File: src/rtl/asb_pkg.sv
package asb_pkg;

  // Read-tracking state of the access controller
  typedef enum logic {
    ACC_FIRST = 1'b0,  // next access cycle of a read is its first
    ACC_HELD  = 1'b1   // SRAM data captured, read may complete
  } acc_state_e;

  // Number of byte-lane bits dropped from the byte address
  function automatic int unsigned lane_shift(input int unsigned data_w);
    return $clog2(data_w / 8);
  endfunction

  // Width of the SRAM word index
  function automatic int unsigned index_width(input int unsigned depth);
    return (depth < 2) ? 1 : $clog2(depth);
  endfunction

endpackage

File: src/rtl/asb_addr_decode.sv
module asb_addr_decode #(
  parameter int unsigned ADDR_W = 32,
  parameter int unsigned DATA_W = 32,
  parameter int unsigned DEPTH  = 1024,
  localparam int unsigned IDX_W = asb_pkg::index_width(DEPTH)
) (
  input  logic [ADDR_W-1:0] paddr,
  output logic [IDX_W-1:0]  word_idx,
  output logic              in_range
);
  localparam int unsigned SHIFT = asb_pkg::lane_shift(DATA_W);

  logic [ADDR_W-1:0] full_idx;

  // Byte address to word index; byte-lane bits fall off
  assign full_idx = paddr >> SHIFT;
  assign in_range = (full_idx < ADDR_W'(DEPTH));
  assign word_idx = full_idx[IDX_W-1:0];

endmodule

File: src/rtl/asb_access_ctrl.sv
module asb_access_ctrl (
  input  logic clk,
  input  logic rst_n,
  input  logic psel,
  input  logic penable,
  input  logic pwrite,
  input  logic in_range,
  output logic setup_rd,
  output logic wr_fire,
  output logic rd_capture,
  output logic rd_done,
  output logic err_done,
  output logic pready
);
  import asb_pkg::*;

  acc_state_e state_q, state_d;
  logic access;

  assign access     = psel & penable;
  assign setup_rd   = psel & ~penable & ~pwrite & in_range;
  assign wr_fire    = access & pwrite & in_range;
  assign rd_capture = access & ~pwrite & in_range & (state_q == ACC_FIRST);
  assign rd_done    = access & ~pwrite & in_range & (state_q == ACC_HELD);
  assign err_done   = access & ~in_range;
  assign pready     = wr_fire | rd_done | err_done;

  always_comb begin
    state_d = state_q;
    if (!psel)           state_d = ACC_FIRST;
    else if (rd_capture) state_d = ACC_HELD;
    else if (rd_done)    state_d = ACC_FIRST;
  end

  always_ff @(posedge clk or negedge rst_n) begin
    if (!rst_n) state_q <= ACC_FIRST;
    else        state_q <= state_d;
  end

endmodule

File: src/rtl/asb_sram_drive.sv
module asb_sram_drive #(
  parameter int unsigned DATA_W = 32,
  parameter int unsigned IDX_W  = 10
) (
  input  logic              setup_rd,
  input  logic              wr_fire,
  input  logic [IDX_W-1:0]  word_idx,
  input  logic [DATA_W-1:0] pwdata,
  output logic              mem_ce,
  output logic              mem_we,
  output logic [IDX_W-1:0]  mem_addr,
  output logic [DATA_W-1:0] mem_wdata
);
  // Reads are issued in setup, writes in the first access cycle
  assign mem_ce    = setup_rd | wr_fire;
  assign mem_we    = wr_fire;
  assign mem_addr  = word_idx;
  assign mem_wdata = pwdata;

endmodule

File: src/rtl/asb_resp_path.sv
module asb_resp_path #(
  parameter int unsigned DATA_W = 32
) (
  input  logic              clk,
  input  logic              rst_n,
  input  logic              rd_capture,
  input  logic              rd_done,
  input  logic              err_done,
  input  logic [DATA_W-1:0] mem_rdata,
  output logic [DATA_W-1:0] prdata,
  output logic              pslverr
);
  logic [DATA_W-1:0] hold_q;

  // Capture SRAM output in the first access cycle of a read
  always_ff @(posedge clk or negedge rst_n) begin
    if (!rst_n)          hold_q <= '0;
    else if (rd_capture) hold_q <= mem_rdata;
  end

  assign prdata  = rd_done ? hold_q : '0;
  assign pslverr = err_done;

endmodule

File: src/rtl/apb_sram_bridge.sv
module apb_sram_bridge #(
  parameter int unsigned ADDR_W = 32,
  parameter int unsigned DATA_W = 32,
  parameter int unsigned DEPTH  = 1024,
  localparam int unsigned IDX_W = asb_pkg::index_width(DEPTH)
) (
  input  logic              clk,
  input  logic              rst_n,
  input  logic              psel,
  input  logic              penable,
  input  logic              pwrite,
  input  logic [ADDR_W-1:0] paddr,
  input  logic [DATA_W-1:0] pwdata,
  output logic [DATA_W-1:0] prdata,
  output logic              pready,
  output logic              pslverr,
  output logic              mem_ce,
  output logic              mem_we,
  output logic [IDX_W-1:0]  mem_addr,
  output logic [DATA_W-1:0] mem_wdata,
  input  logic [DATA_W-1:0] mem_rdata
);
  // Named internal events, also observed by the checker
  logic [IDX_W-1:0] word_idx;
  logic addr_in_range;
  logic setup_rd;
  logic wr_fire;
  logic rd_capture;
  logic rd_done;
  logic err_done;

  asb_addr_decode #(.ADDR_W(ADDR_W), .DATA_W(DATA_W), .DEPTH(DEPTH)) u_dec (
    .paddr    (paddr),
    .word_idx (word_idx),
    .in_range (addr_in_range)
  );

  asb_access_ctrl u_ctrl (
    .clk        (clk),
    .rst_n      (rst_n),
    .psel       (psel),
    .penable    (penable),
    .pwrite     (pwrite),
    .in_range   (addr_in_range),
    .setup_rd   (setup_rd),
    .wr_fire    (wr_fire),
    .rd_capture (rd_capture),
    .rd_done    (rd_done),
    .err_done   (err_done),
    .pready     (pready)
  );

  asb_sram_drive #(.DATA_W(DATA_W), .IDX_W(IDX_W)) u_drv (
    .setup_rd  (setup_rd),
    .wr_fire   (wr_fire),
    .word_idx  (word_idx),
    .pwdata    (pwdata),
    .mem_ce    (mem_ce),
    .mem_we    (mem_we),
    .mem_addr  (mem_addr),
    .mem_wdata (mem_wdata)
  );

  asb_resp_path #(.DATA_W(DATA_W)) u_resp (
    .clk        (clk),
    .rst_n      (rst_n),
    .rd_capture (rd_capture),
    .rd_done    (rd_done),
    .err_done   (err_done),
    .mem_rdata  (mem_rdata),
    .prdata     (prdata),
    .pslverr    (pslverr)
  );

endmodule

File: config.mk
export PLATFORM = sky130hd
export DESIGN_NAME = apb_sram_bridge
export DESIGN_NICKNAME = d
export VERILOG_FILES = /design/src/rtl/asb_pkg.sv /design/src/rtl/asb_addr_decode.sv /design/src/rtl/asb_access_ctrl.sv /design/src/rtl/asb_sram_drive.sv /design/src/rtl/asb_resp_path.sv /design/src/rtl/apb_sram_bridge.sv
export SDC_FILE = /design/constraint.sdc
export NUM_CORES = 1
export LEC_CHECK = 0
export CAP_MARGIN = 0
export CORE_AREA = 2 2 68 70
export CTS_CLUSTER_SIZE = 28
export DETAILED_ROUTE_END_ITERATION = 8
export DIE_AREA = 0 0 70 72
export DONT_BUFFER_PORTS = 1
export RECOVER_POWER = 25
export SLEW_MARGIN = 20
export SYNTH_ARGS = -nofsm -noshare
export SYNTH_HDL_FRONTEND = slang
export SYNTH_SLANG_ARGS = --single-unit
File: constraint.sdc
create_clock -name clk -period 3.75 [get_ports clk]
set_clock_uncertainty 0.1 [all_clocks]
set_input_delay 0.1875 -clock clk [delete_from_list [all_inputs] [get_ports clk]]
set_output_delay 0.1875 -clock clk [all_outputs]
set_load 0.1 [all_outputs]
# After elaboration in Yosys (flattened, before gate mapping)
# Cells that the tools add are included.
# W data, S select, Z words.
# classes
n_lt_le_gt_ge	1
eq_ne	1
n_mux	4
bitwise_logic	18
# ops
cell	n
$mux W32	1
$lt A30 B11 Y1 const B	1
$and A1 B1 Y1	11
$not A1 Y1	4
$mux W1	3
$ne A3 B1 Y1 const B	1
$or A1 B1 Y1	3
# totals
ff_bits	33
in_bits	101
output_inout_bits	78
wordCells	26

# Longest topological paths before layout
# depth
ltp_word	7
ltp_mapped	5

# Cells and area by module
# From an unflattened synthesis, not the netlist that was laid out.
# unflattened
cells_unflattened	180
area_unflattened_um2	2127.0
# by_module_without_submodules
module	n_inst	cells_per_inst	area_each_um2
asb_resp_path	1	104	1564.0
asb_sram_drive	1	44	329.1
asb_addr_decode	1	18	118.9
asb_access_ctrl	1	14	115.1

# Least setup slack after synthesis
# No wires, ideal clock.
# synth_path
path_type	input-to-output
startpoint	input port paddr[16]
endpoint	output port mem_we
arrival_time_ps	3616
required_time_ps	3462
path_slack_ps	-153
cell_stages	3
n_path_buf	0
cell_sequence	nor4_1 > nand3_1 > nor4_1
# synth_between
elab_chain_cells	2
# synth_rtl
element	line	text
start, declared	apb_sram_bridge.sv:12	input logic [ADDR_W-1:0] paddr,
$lt A30 B11 Y1	asb_addr_decode.sv:17	assign in_range = (full_idx < ADDR_W'(DEPTH));
$and A1 B1 Y1	asb_access_ctrl.sv:22	assign wr_fire = access & pwrite & in_range;
end, declared	apb_sram_bridge.sv:18	output logic mem_we,
# Every way passes these cells.

# Final worst setup path
# layout_path
startpoint	input port paddr[23]
endpoint	output port mem_ce
# layout_between
elab_chain_cells	3
elab_cells_between_ends	4
classes_between	order compare: 1; bitwise: 3
# layout_rtl
element	line	text
$lt A30 B11 Y1 (*)	asb_addr_decode.sv:17	
$and A1 B1 Y1 (on tied branches)	asb_access_ctrl.sv:21, asb_access_ctrl.sv:22	
$or A1 B1 Y1 (*)	asb_sram_drive.sv:15	assign mem_ce = setup_rd | wr_fire;
end, declared	apb_sram_bridge.sv:17	output logic mem_ce,
# Every way passes the cells marked *; elsewhere a longest branch is shown, timed or not.

==> impl_metrics.py <==
metrics = {
    "worst_hold_path": {
        "whs_path_depth": 2,
        "hp-start": "psel",
        "hold_end": "u_ctrl.state_q$_DFFE_PN0P_",
        "holdCritPathClass": "primary input to flop",
    },
    "sta": {
        "rsz0062_at_grt": "no",
        "slew_viol_final": 0,
        "relSlewSlack": 0.2919,
        "period_share": 0.6127,
        "hold_viol": 0,
        "setup_ws_ns": 1.452,
        "fmax_ghz": 0.4352,
        "finalSetupViolCount": 0,
        "tns_ns": 0,
        "fin_crit_ns": 2.298,
        "tightest_slew_ns": 1.061,
    },
    "clock_network": {
        "clk_pin_slew_ns": 0.06,
        "cts_root_buf": "clkbuf_8",
        "cts.sinks": 33,
        "htreeDepth": 2,
        "cts_tree": "built",
        "cts_buffer_depth": 2,
        "numCtsBuffers": 5,
        "cts_setup_buffers": 0,
        "clkLatencyLatePin_ns": 0.27,
    },
    "global_route": {
        "antenna_found_initial": 0,
        "grt_pass1_wl_um": 7728,
        "first_global_vias": 1310,
        "grt.total_usage": 0.2072,
        "grt_max_degree": 34,
        "overflow": 0,
    },
    "setup_path": {
        "critPathRequiredTime_ns": 3.46,
        "r2r_cells": 4,
        "cp-end-kind": "output port",
        "r2r_slack_ns": 1.55,
        "crit_arrival_ns": 2.01,
        "rr_startpoint": "u_ctrl.state_q$_DFFE_PN0P_",
        "path_class": "primary input to output port",
        "cp_max_fo": 5,
        "rr_endpoint": "u_resp.hold_q[26]$_DFFE_PN0P_",
        "start_kind": "primary input",
    },
    "synth": {
        "syn_area_per_cell_um2": 11.49,
        "ys_ff_latch": 33,
        "syn_inst": 168,
        "syn-num-nets": 269,
        "ys_warn_count": 0,
        "synth_cell_type_count": 18,
        "yosysSeqAreaShare": 0.4277,
        "synthesis.area_mm2": 0.001931,
    },
    "routing": {
        "vias_per_cell": 5.355,
        "firstDrtPassIters": 4,
        "drc": 0,
        "antenna_left": 0,
        "drt_iter0_drc": 38,
        "dr_total_vias": 1162,
        "wl_per_cell_um": 24.28,
        "routed_wl_um": 5269,
    },
    "placement": {
        "dpl_worst_slack_ns": 1.129,
        "gp_congestion": 0.8828,
        "hpwl_um": 4085,
        "io_buffers": 0,
    },
    "floorplan": {
        "dieHeight_um": 72,
        "initial_core_util": 0.4528,
        "fp-row-count": 24,
        "die_w_um": 70,
        "fp.dieArea_mm2": 0.005040,
        "core_mm2": 0.004264,
        "ios": 179,
    },
    "cells_and_area": {
        "drive_above_1_share": 0.4727,
        "fin_nets": 267,
        "area_delta_synth_final_pct": 10.82,
        "diodes": 0,
    },
    "power_and_ir_drop": {
        "leakagePower_nw": 1.023,
        "power_density_mw_per_mm2": 303.2,
        "ir_worst_vdd_mv": 0.2162,
    },
    "outcome": {
        "status": "finished clean",
    },
    "job": {
        "maxCapViolCount": 0,
    },
}
per-stage QoR:
stage          instances  hold slack, ns  instance area, µm²  power, mW  utilization
3_3_place_gp         176         -0.2073                1705     0.3790       0.3999
6_report             217         0.02399                2140     0.6488       0.5018
4_1_cts              217         0.01988                2140     0.6585       0.5018
2_1_floorplan        168         -0.2081                1937     0.5876            -
5_1_grt              217         0.04417                2140     0.6785       0.5018
3_5_place_dp         176         -0.2073                1705     0.3792       0.3999
cell usage in the layout (no fill, tap or decap):
| cell type | instances |
|---|---|
| nand3_1 | 2 |
| a21oi_2 | 1 |
| o311ai_0 | 1 |
| nor2_2 | 1 |
| buf_4 | 3 |
| and3_1 | 1 |
| nor4_2 | 1 |
| nand3b_1 | 1 |
| nor4_4 | 1 |
| nor4b_4 | 1 |
| nand2_1 | 3 |
| xnor2_1 | 1 |
| mux2_2 | 30 |
| dfrtp_1 | 33 |
| nor2_1 | 2 |
| mux2_1 | 2 |
| inv_1 | 2 |
| clkbuf_8 | 5 |
| buf_12 | 2 |
| nor4_1 | 5 |
| clkinv_2 | 1 |
| and2_2 | 32 |
| dlygate4sd3_1 | 34 |
worst max path at each step:
stage | startpoint | end | slack [ns]
after floorplan | paddr[16] | mem_we | 1.01
after global placement | paddr[23] | u_resp.hold_q[25]$_DFFE_PN0P_ | 1.17
after detailed placement | paddr[23] | u_resp.hold_q[25]$_DFFE_PN0P_ | 1.13
after CTS | paddr[23] | mem_ce | 1.41
after global routing | paddr[23] | prdata[3] | 1.23
final | paddr[23] | mem_ce | 1.45
power by group:
group          switching (mW)  internal, mW  leakage [nW]  total (mW)
registers          0.00000146         0.356         0.461       0.356
clock network           0.117         0.122        0.0399       0.239
logic                  0.0245        0.0295         0.522      0.0540
logic make-up after synthesis:
family	synth area share
AO/OA/AOI/OAI	0.007127
AND/OR/NAND/NOR	0.1834
multiplexers	0.1866
buffers and inverters	0.1905
flip-flops	0.4277
XOR/XNOR	0.004537
what timing repair did:
| item | in CTS | in global routing |
|---|---|---|
| gates resized for setup | 0 | 0 |
| hold buffers | 35 | 0 |
| hold endpoints to repair | 66 | 0 |
synth_stat cells (all sizes together):
library cell,number,share of area
buf,45,0.18
dfrtp,33,0.43
and2,32,0.12
mux2,32,0.19
nor4,7,0.023
clkbuf,3,0.0058
nand2,3,0.0058
nor2,3,0.0058
inv,2,0.0039
nand3,2,0.0052
a21oi,1,0.0026
and3,1,0.0032
nand3b,1,0.0039
nor4b,1,0.012
o311ai,1,0.0045
xnor2,1,0.0045
worst max-delay path, stage by stage:
cell	delay [ns]
nor4_1	0.29
nand3_1	0.32
nor2_1	0.33
and3_1	0.87
state kept, by name, summed over array words and instances, names as in the netlist:
signal / cells
u_resp.hold_q: 32
u_ctrl.state_q: 1
metal layers:
metal / track usage / wire length [µm]
met1: 0.1835 / 1519
met3: 0.1875 / 1005
met2: 0.3344 / 2620
met5: 0.07071 / 49
met4: 0.06624 / 73
cell type report:
| type | count | area, µm² |
|---|---|---|
| tap | 52 | 65.06 |
| multi-input combinational | 85 | 764.5 |
| sequential | 33 | 825.8 |
| fill | 392 | 2125 |
| clock inverter | 1 | 5.005 |
| inverter | 2 | 7.507 |
| clock buffer | 5 | 68.82 |
| timing repair buffer | 39 | 402.9 |
Power figures use the tool's default switching activity.
